**src/rtl/tw_pkg.sv**
```systemverilog
`timescale 1ns/1ps
package tw_pkg;

  // Protocol phase of the slave engine.
  typedef enum logic [2:0] {
    PH_IDLE,
    PH_DEV,
    PH_AHI,
    PH_ALO,
    PH_WDATA,
    PH_READ,
    PH_WAIT
  } phase_t;

  // Bit counter values: last data bit and acknowledge slot.
  localparam logic [3:0] BIT_LAST = 4'd7;
  localparam logic [3:0] ACK_SLOT = 4'd8;

  // Device select: family code in the top nibble, straps below, R/W ignored.
  function automatic logic dev_hit(input logic [7:0] b,
                                   input logic [3:0] family,
                                   input logic [2:0] strap);
    return (b[7:4] == family) && (b[3:1] == strap);
  endfunction

endpackage

```
**src/rtl/tw_line_sync.sv**
```systemverilog
`timescale 1ns/1ps
module tw_line_sync #(
  parameter int SYNC_STAGES = 2
) (
  input  logic clk,
  input  logic rst_n,
  input  logic scl_i,
  input  logic sda_i,
  output logic sda_o,
  output logic scl_rise_o,
  output logic scl_fall_o,
  output logic start_o,
  output logic stop_o
);

  logic [SYNC_STAGES-1:0] scl_pipe, sda_pipe;
  logic scl_q, sda_q, scl_s;

  // Idle bus level is high, so every stage resets to 1.
  generate
    if (SYNC_STAGES == 1) begin : g_one
      always_ff @(posedge clk or negedge rst_n) begin
        if (!rst_n) begin
          scl_pipe <= '1;
          sda_pipe <= '1;
        end else begin
          scl_pipe <= scl_i;
          sda_pipe <= sda_i;
        end
      end
    end else begin : g_many
      always_ff @(posedge clk or negedge rst_n) begin
        if (!rst_n) begin
          scl_pipe <= '1;
          sda_pipe <= '1;
        end else begin
          scl_pipe <= {scl_pipe[SYNC_STAGES-2:0], scl_i};
          sda_pipe <= {sda_pipe[SYNC_STAGES-2:0], sda_i};
        end
      end
    end
  endgenerate

  assign scl_s = scl_pipe[SYNC_STAGES-1];
  assign sda_o = sda_pipe[SYNC_STAGES-1];

  always_ff @(posedge clk or negedge rst_n) begin
    if (!rst_n) begin
      scl_q <= 1'b1;
      sda_q <= 1'b1;
    end else begin
      scl_q <= scl_s;
      sda_q <= sda_o;
    end
  end

  assign scl_rise_o = scl_s & ~scl_q;
  assign scl_fall_o = ~scl_s & scl_q;
  assign start_o    = scl_s & scl_q & sda_q & ~sda_o;
  assign stop_o     = scl_s & scl_q & ~sda_q & sda_o;

endmodule

```
**src/rtl/tw_word_addr.sv**
```systemverilog
`timescale 1ns/1ps
module tw_word_addr #(
  parameter int ADDR_W = 15,
  parameter int PAGE_W = 6
) (
  input  logic              clk,
  input  logic              rst_n,
  input  logic              ld_hi_i,
  input  logic              ld_lo_i,
  input  logic [7:0]        byte_i,
  input  logic              step_page_i,
  input  logic              step_lin_i,
  output logic [ADDR_W-1:0] addr_o
);

  localparam int HI_W = ADDR_W - 8;

  // Increment inside the page: upper bits stay, low bits wrap.
  function automatic logic [ADDR_W-1:0] page_step(input logic [ADDR_W-1:0] a);
    logic [PAGE_W-1:0] low;
    low = a[PAGE_W-1:0] + 1'b1;
    return {a[ADDR_W-1:PAGE_W], low};
  endfunction

  // Increment across the whole space, wrapping at the top.
  function automatic logic [ADDR_W-1:0] lin_step(input logic [ADDR_W-1:0] a);
    return a + 1'b1;
  endfunction

  logic [ADDR_W-1:0] addr_q;

  always_ff @(posedge clk or negedge rst_n) begin
    if (!rst_n) begin
      addr_q <= '0;
    end else if (ld_hi_i) begin
      addr_q[ADDR_W-1:8] <= byte_i[HI_W-1:0];
    end else if (ld_lo_i) begin
      addr_q[7:0] <= byte_i;
    end else if (step_page_i) begin
      addr_q <= page_step(addr_q);
    end else if (step_lin_i) begin
      addr_q <= lin_step(addr_q);
    end
  end

  assign addr_o = addr_q;

  // a page step never disturbs the page number.
  p_page_kept_r6: assert property (@(posedge clk) disable iff (!rst_n)
    step_page_i |=> addr_o[ADDR_W-1:PAGE_W] == $past(addr_o[ADDR_W-1:PAGE_W]));

  // a linear step from the top address lands on zero.
  p_top_wraps_r9: assert property (@(posedge clk) disable iff (!rst_n)
    (step_lin_i && !ld_hi_i && !ld_lo_i && !step_page_i && (&addr_o)) |=> (addr_o == '0));

endmodule

```
**src/rtl/tw_eeprom_slave.sv**
```systemverilog
`timescale 1ns/1ps
module tw_eeprom_slave
  import tw_pkg::*;
#(
  parameter int         ADDR_W      = 15,
  parameter int         PAGE_W      = 6,
  parameter int         SYNC_STAGES = 2,
  parameter logic [3:0] FAMILY      = 4'b1010
) (
  input  logic              clk,
  input  logic              rst_n,
  input  logic              scl_i,
  input  logic              sda_i,
  input  logic [2:0]        strap_i,
  input  logic              wp_i,
  input  logic              busy_i,
  output logic              sda_oe_o,
  output logic [ADDR_W-1:0] rd_addr_o,
  input  logic [7:0]        rd_data_i,
  output logic              wr_valid_o,
  output logic [ADDR_W-1:0] wr_addr_o,
  output logic [7:0]        wr_data_o,
  output logic              wr_commit_o
);

  // Line events
  logic sda_s, scl_rise, scl_fall, start_evt, stop_evt;

  tw_line_sync #(.SYNC_STAGES(SYNC_STAGES)) u_sync (
    .clk        (clk),
    .rst_n      (rst_n),
    .scl_i      (scl_i),
    .sda_i      (sda_i),
    .sda_o      (sda_s),
    .scl_rise_o (scl_rise),
    .scl_fall_o (scl_fall),
    .start_o    (start_evt),
    .stop_o     (stop_evt)
  );

  // Engine state
  phase_t      phase;
  logic [3:0]  bitcnt;
  logic [6:0]  rx_sh;
  logic [7:0]  tx_sh;
  logic        ack_pend;
  logic        tx_go;
  logic        oe_q;
  logic        wrote_any;
  logic [ADDR_W-1:0] addr;

  // Named internal events
  logic       receiving, active;
  logic [7:0] rx_byte;
  logic       byte_done, ack_clk, dev_done, dev_ok;
  logic       ld_hi, ld_lo, step_page, step_lin;

  assign active    = (phase != PH_IDLE) && (phase != PH_WAIT);
  assign receiving = (phase == PH_DEV) || (phase == PH_AHI) ||
                     (phase == PH_ALO) || (phase == PH_WDATA);
  assign rx_byte   = {rx_sh, sda_s};
  assign byte_done = scl_rise && receiving && (bitcnt == BIT_LAST);
  assign ack_clk   = scl_rise && active && (bitcnt == ACK_SLOT);
  assign dev_done  = byte_done && (phase == PH_DEV);
  assign dev_ok    = dev_hit(rx_byte, FAMILY, strap_i) && !busy_i;

  assign ld_hi     = byte_done && (phase == PH_AHI);
  assign ld_lo     = byte_done && (phase == PH_ALO);
  assign step_page = byte_done && (phase == PH_WDATA);
  assign step_lin  = ack_clk && (phase == PH_READ) && !ack_pend;

  tw_word_addr #(.ADDR_W(ADDR_W), .PAGE_W(PAGE_W)) u_addr (
    .clk         (clk),
    .rst_n       (rst_n),
    .ld_hi_i     (ld_hi),
    .ld_lo_i     (ld_lo),
    .byte_i      (rx_byte),
    .step_page_i (step_page),
    .step_lin_i  (step_lin),
    .addr_o      (addr)
  );

  always_ff @(posedge clk or negedge rst_n) begin
    if (!rst_n) begin
      phase       <= PH_IDLE;
      bitcnt      <= '0;
      rx_sh       <= '0;
      tx_sh       <= '0;
      ack_pend    <= 1'b0;
      tx_go       <= 1'b0;
      oe_q        <= 1'b0;
      wrote_any   <= 1'b0;
      wr_valid_o  <= 1'b0;
      wr_addr_o   <= '0;
      wr_data_o   <= '0;
      wr_commit_o <= 1'b0;
    end else begin
      wr_valid_o  <= 1'b0;
      wr_commit_o <= 1'b0;
      if (start_evt) begin
        phase     <= PH_DEV;
        bitcnt    <= '0;
        oe_q      <= 1'b0;
        ack_pend  <= 1'b0;
        tx_go     <= 1'b0;
        wrote_any <= 1'b0;
      end else if (stop_evt) begin
        if (phase == PH_WDATA && wrote_any) wr_commit_o <= 1'b1;
        phase     <= PH_IDLE;
        oe_q      <= 1'b0;
        ack_pend  <= 1'b0;
        tx_go     <= 1'b0;
        wrote_any <= 1'b0;
      end else if (active) begin
        if (scl_rise) begin
          if (bitcnt == ACK_SLOT) begin
            bitcnt   <= '0;
            ack_pend <= 1'b0;
            if (phase == PH_READ) begin
              if (ack_pend || !sda_s) begin
                tx_go <= 1'b1;
              end else begin
                tx_go <= 1'b0;
                phase <= PH_WAIT;
              end
            end
          end else begin
            bitcnt <= bitcnt + 4'd1;
            if (receiving) rx_sh <= rx_byte[6:0];
            if (byte_done) begin
              unique case (phase)
                PH_DEV: begin
                  if (dev_ok) begin
                    ack_pend <= 1'b1;
                    phase    <= rx_byte[0] ? PH_READ : PH_AHI;
                  end else begin
                    phase <= PH_WAIT;
                  end
                end
                PH_AHI: begin
                  ack_pend <= 1'b1;
                  phase    <= PH_ALO;
                end
                PH_ALO: begin
                  ack_pend <= 1'b1;
                  phase    <= PH_WDATA;
                end
                default: begin
                  ack_pend   <= 1'b1;
                  wr_valid_o <= !wp_i;
                  wrote_any  <= wrote_any | !wp_i;
                  wr_addr_o  <= addr;
                  wr_data_o  <= rx_byte;
                end
              endcase
            end
          end
        end else if (scl_fall) begin
          if (bitcnt == ACK_SLOT) begin
            oe_q <= ack_pend;
          end else if (phase == PH_READ && bitcnt == 4'd0 && tx_go) begin
            oe_q  <= ~rd_data_i[7];
            tx_sh <= {rd_data_i[6:0], 1'b0};
            tx_go <= 1'b0;
          end else if (phase == PH_READ && bitcnt != 4'd0) begin
            oe_q  <= ~tx_sh[7];
            tx_sh <= {tx_sh[6:0], 1'b0};
          end else begin
            oe_q <= 1'b0;
          end
        end
      end
    end
  end

  assign sda_oe_o  = oe_q;
  assign rd_addr_o = addr;

  // a stop leaves the engine idle and off the bus.
  p_stop_to_idle_r1: assert property (@(posedge clk) disable iff (!rst_n)
    stop_evt |=> (!sda_oe_o && phase == PH_IDLE));

  // while unselected the data line is never pulled.
  p_quiet_unselected_r3: assert property (@(posedge clk) disable iff (!rst_n)
    (phase == PH_IDLE || phase == PH_WAIT) |-> !sda_oe_o);

  // a busy write engine turns the address byte away.
  p_busy_refuses_r4: assert property (@(posedge clk) disable iff (!rst_n)
    (dev_done && busy_i) |=> (phase == PH_WAIT));

  // a commit only ever follows a stop.
  p_commit_on_stop_r7: assert property (@(posedge clk) disable iff (!rst_n)
    wr_commit_o |-> $past(stop_evt));

  // the output enable moves only after a falling clock, start or stop.
  p_oe_moves_low_r11: assert property (@(posedge clk) disable iff (!rst_n)
    !$stable(sda_oe_o) |-> $past(scl_fall || start_evt || stop_evt));

endmodule

```
**config.mk**
```make
export PLATFORM = sky130hd
export DESIGN_NAME = tw_eeprom_slave
export DESIGN_NICKNAME = d
export VERILOG_FILES = /design/src/rtl/tw_pkg.sv /design/src/rtl/tw_line_sync.sv /design/src/rtl/tw_word_addr.sv /design/src/rtl/tw_eeprom_slave.sv
export SDC_FILE = /design/constraint.sdc
export NUM_CORES = 1
export LEC_CHECK = 0
export BUFFER_PORTS_ARGS = -buffer_cell sky130_fd_sc_hd__buf_2
export CAP_MARGIN = 0
export CORE_MARGIN = 2
export CORE_UTILIZATION = 50
export CTS_CLUSTER_DIAMETER = 120
export DETAILED_ROUTE_END_ITERATION = 16
export PLACE_DENSITY = 0.75
export SKIP_CTS_REPAIR_TIMING = 1
export SLEW_MARGIN = 20
export SYNTH_ARGS = -nofsm -noshare
export SYNTH_HDL_FRONTEND = slang
export SYNTH_SLANG_ARGS = --single-unit
```
**constraint.sdc**
```tcl
create_clock -name clk -period 1.98 [get_ports clk]
set_clock_uncertainty 0.1 [all_clocks]
set_input_delay 0 -clock clk [delete_from_list [all_inputs] [get_ports clk]]
set_output_delay 0 -clock clk [all_outputs]
set_load 0.005 [all_outputs]
```
==> results.tsv <==
metric	value	unit
path_cells	ha_4 -> and4b_2 -> a31oi_4 -> o21ai_2 -> o31ai_4 -> mux2_4	
tightestPinTransition	480.5	ps
critPathTopFamily	flip-flops	
synth-seq-cells	71	
status	complete, but fails checks	
synth_edf_count	0	
startpoint_type	flop	
root_buffer	clkbuf_8	
dr.pass1.iters	5	
core_area	6869	µm²
dpl_cell_area	4342	µm²
synth.net_count	356	
synth_flop_cell	dfrtp_1	
via_per_inst	5.856	
clockBufferDepth	2	
synth_area_leaders	dfrtp_1, mux2_2, dfstp_2, o21ai_0, nand2_1	
seq_area_frac_synth	49.83	%
antenna_found_initial	0	
finalHoldViolCount	0	
dieArea	7854	µm²
clk_pin_slew	80	ps
gp_congestion	0.9449	
cts.sinks	71	
final_max_slew_viol_count	0	
yosysTopAreaCell	dfrtp_1	
clk_latency	350	ps
diodes	0	
synth_top_area_share	45.42	%
p_per_area	763.3	nW/µm²
yosysMostFrequentCell	dfrtp_1	
cts_tree	built	
ys_types	55	
finalCriticalPeriod	2114	ps
critical_path_class	reg2reg	
maxCapViolations	0	
place_hpwl	6308	µm
drc	0	
cpMaxStageDelayCell	dfstp_2	
post_drt_wl_per_cell	17.35	µm
crit_required	2120	ps
io_pins	58	
violations	setup timing	
num_vias	3262	
fin_hold_ws	49.50	ps
clock.fmax	473.1	MHz
die_h	88.63	µm
area_growth	35.78	%
cts_made_buffers	9	
final.setup.tns	-2187	ps
p_leak	0.002389	µW
grt.total_usage	24.34	%
relSlewSlack	67.72	%
layout.nets	479	
ant_nets	0	
max_stage_delay	590	ps
grt_max_degree	72	
cp.arrival	2250	ps
dp_slack	-279.5	ps
hold_path_class	in2reg	
finalWorstSetupSlack	-133.6	ps
setup_violations	34	
avgSynthCellArea	10.75	µm²
cp-end-kind	flop	
initialDrtViolationCount	356	
grt_setup_unrepaired	yes	
route.final.wire_length	9664	µm
die_x	88.63	µm
portBuffers	57	
synthCells	333	
grt_pass1_vias	3116	
syn_area	3581	µm²
drive_above_1_share	42.95	%
htreeDepth	3	
path_max_fanout	6	
p_total	3711	µW
ys.warnings.count	0	
cp.buffers_inverters	0	
vdd_drop_max	0.0004842	V
overflow	0	
grt_pass1_wl	14660	µm
fp-row-count	30	
finalCritPeriodShare	106.7	%
initial_core_util	52.13	%
synthArstFlopShare	100.0	%
design_area	4862	µm²
synth_top_cells_by_count	dfrtp_1, mux2_2, nand2_1	
[path summary, 6_finish.rpt]
check,startpoint,end,slack [ps],depth (start not counted)
max reg2reg,u_sync.scl_pipe[1]$_DFF_PN1_,phase[0]$_DFFE_PN0P_,-130,6
min,rd_data_i[7],sda_oe_o$_DFFE_PN0P_,50,5
min reg2reg,u_sync.sda_pipe[0]$_DFF_PN1_,u_sync.sda_pipe[1]$_DFF_PN1_,260,0
max,u_sync.scl_pipe[1]$_DFF_PN1_,phase[0]$_DFFE_PN0P_,-130,6
max in group asynchronous,rst_n,u_sync.sda_q$_DFF_PN1_,1350,3
min in group asynchronous,rst_n,bitcnt[3]$_DFFE_PN0P_,110,3
[metrics by stage]
| step | instances | util [%] |
|---|---|---|
| after floorplan | 333 | - |
| after global placement | 524 | 63.21 |
| after detailed placement | 524 | 63.21 |
| after CTS | 540 | 66.43 |
| after global routing | 557 | 70.78 |
| final | 557 | 70.78 |
[worst min-delay path, stage by stage]
cell and delay [ps]:
buf_2 80, nor3_1 50, nor2_1 120, o211ai_1 100, o211a_1 130
[flip-flops by register name (all words and copies together) (netlist names)]
signal and flops:
wr_data_o 8, u_sync.scl_pipe 2, phase 3, sda_oe_o 1, wr_commit_o 1, wr_addr_o 15
wr_valid_o 1, u_sync.sda_q 1, bitcnt 4, u_sync.scl_q 1, u_sync.sda_pipe 2, tx_sh 7
u_addr.addr_o 15, rx_sh 7, ack_pend 1, wrote_any 1, tx_go 1
[area by class of cell]
class / instances / area (µm²)
inverter: 11 / 41.29
clock inverter: 6 / 83.83
sequential: 71 / 1785
multi-input combinational: 238 / 1809
clock buffer: 10 / 137.6
timing repair buffer: 125 / 884.6
tap: 96 / 120.1
fill: 456 / 2007
[cell families (layout without fill, tap and decap cells)]
family,after synthesis,after routing,share of synthesized area (%)
flip-flops,71,71,49.83
buffers and inverters,24,152,3.389
XOR/XNOR,5,5,1.223
multiplexers,40,40,12.33
AND/OR/NAND/NOR,107,107,16.46
adder cells (fa/ha/maj),6,6,2.096
AO/OA/AOI/OAI,80,80,14.68
[cells in the final DEF, fill, tap and decap left out, drive strengths merged, types with 3 or more instances in the layout]
master       netlist  final
nor3              11     11
xnor2              3      3
clkinv             0      4
buf                6    113
a22oi              4      4
nor2b              6      6
dlygate4sd3        0     11
a22o               4      4
o21ai             30     30
nor3b              3      3
nand3             10     10
a31oi              7      7
o311ai             6      6
and3               3      3
nand2b             6      6
mux2i              7      7
nor2              18     18
clkbuf             7     11
inv               11     11
mux2              33     33
o211ai             5      5
ha                 6      6
a21oi              9      9
nand2             31     31
dfrtp             65     65
o31ai              3      3
nand4              3      3
nand3b             4      4
dfstp              6      6
[power by group]
part,switching (µW),internal [µW]
logic,393,396
clock network,564,739
registers,90.4,1530
total,1050,2660
[layer usage]
metal	part of all wire, %	global-route usage, %	vias up	wire, µm
li1	-	-	1478	-
met1	42	33.45	1582	4042
met2	48	37.86	173	4642
met3	7.3	4.664	29	706
met4	2.8	10.33	0	273
met5	0	0	-	0
Power figures use the tool's default switching activity.
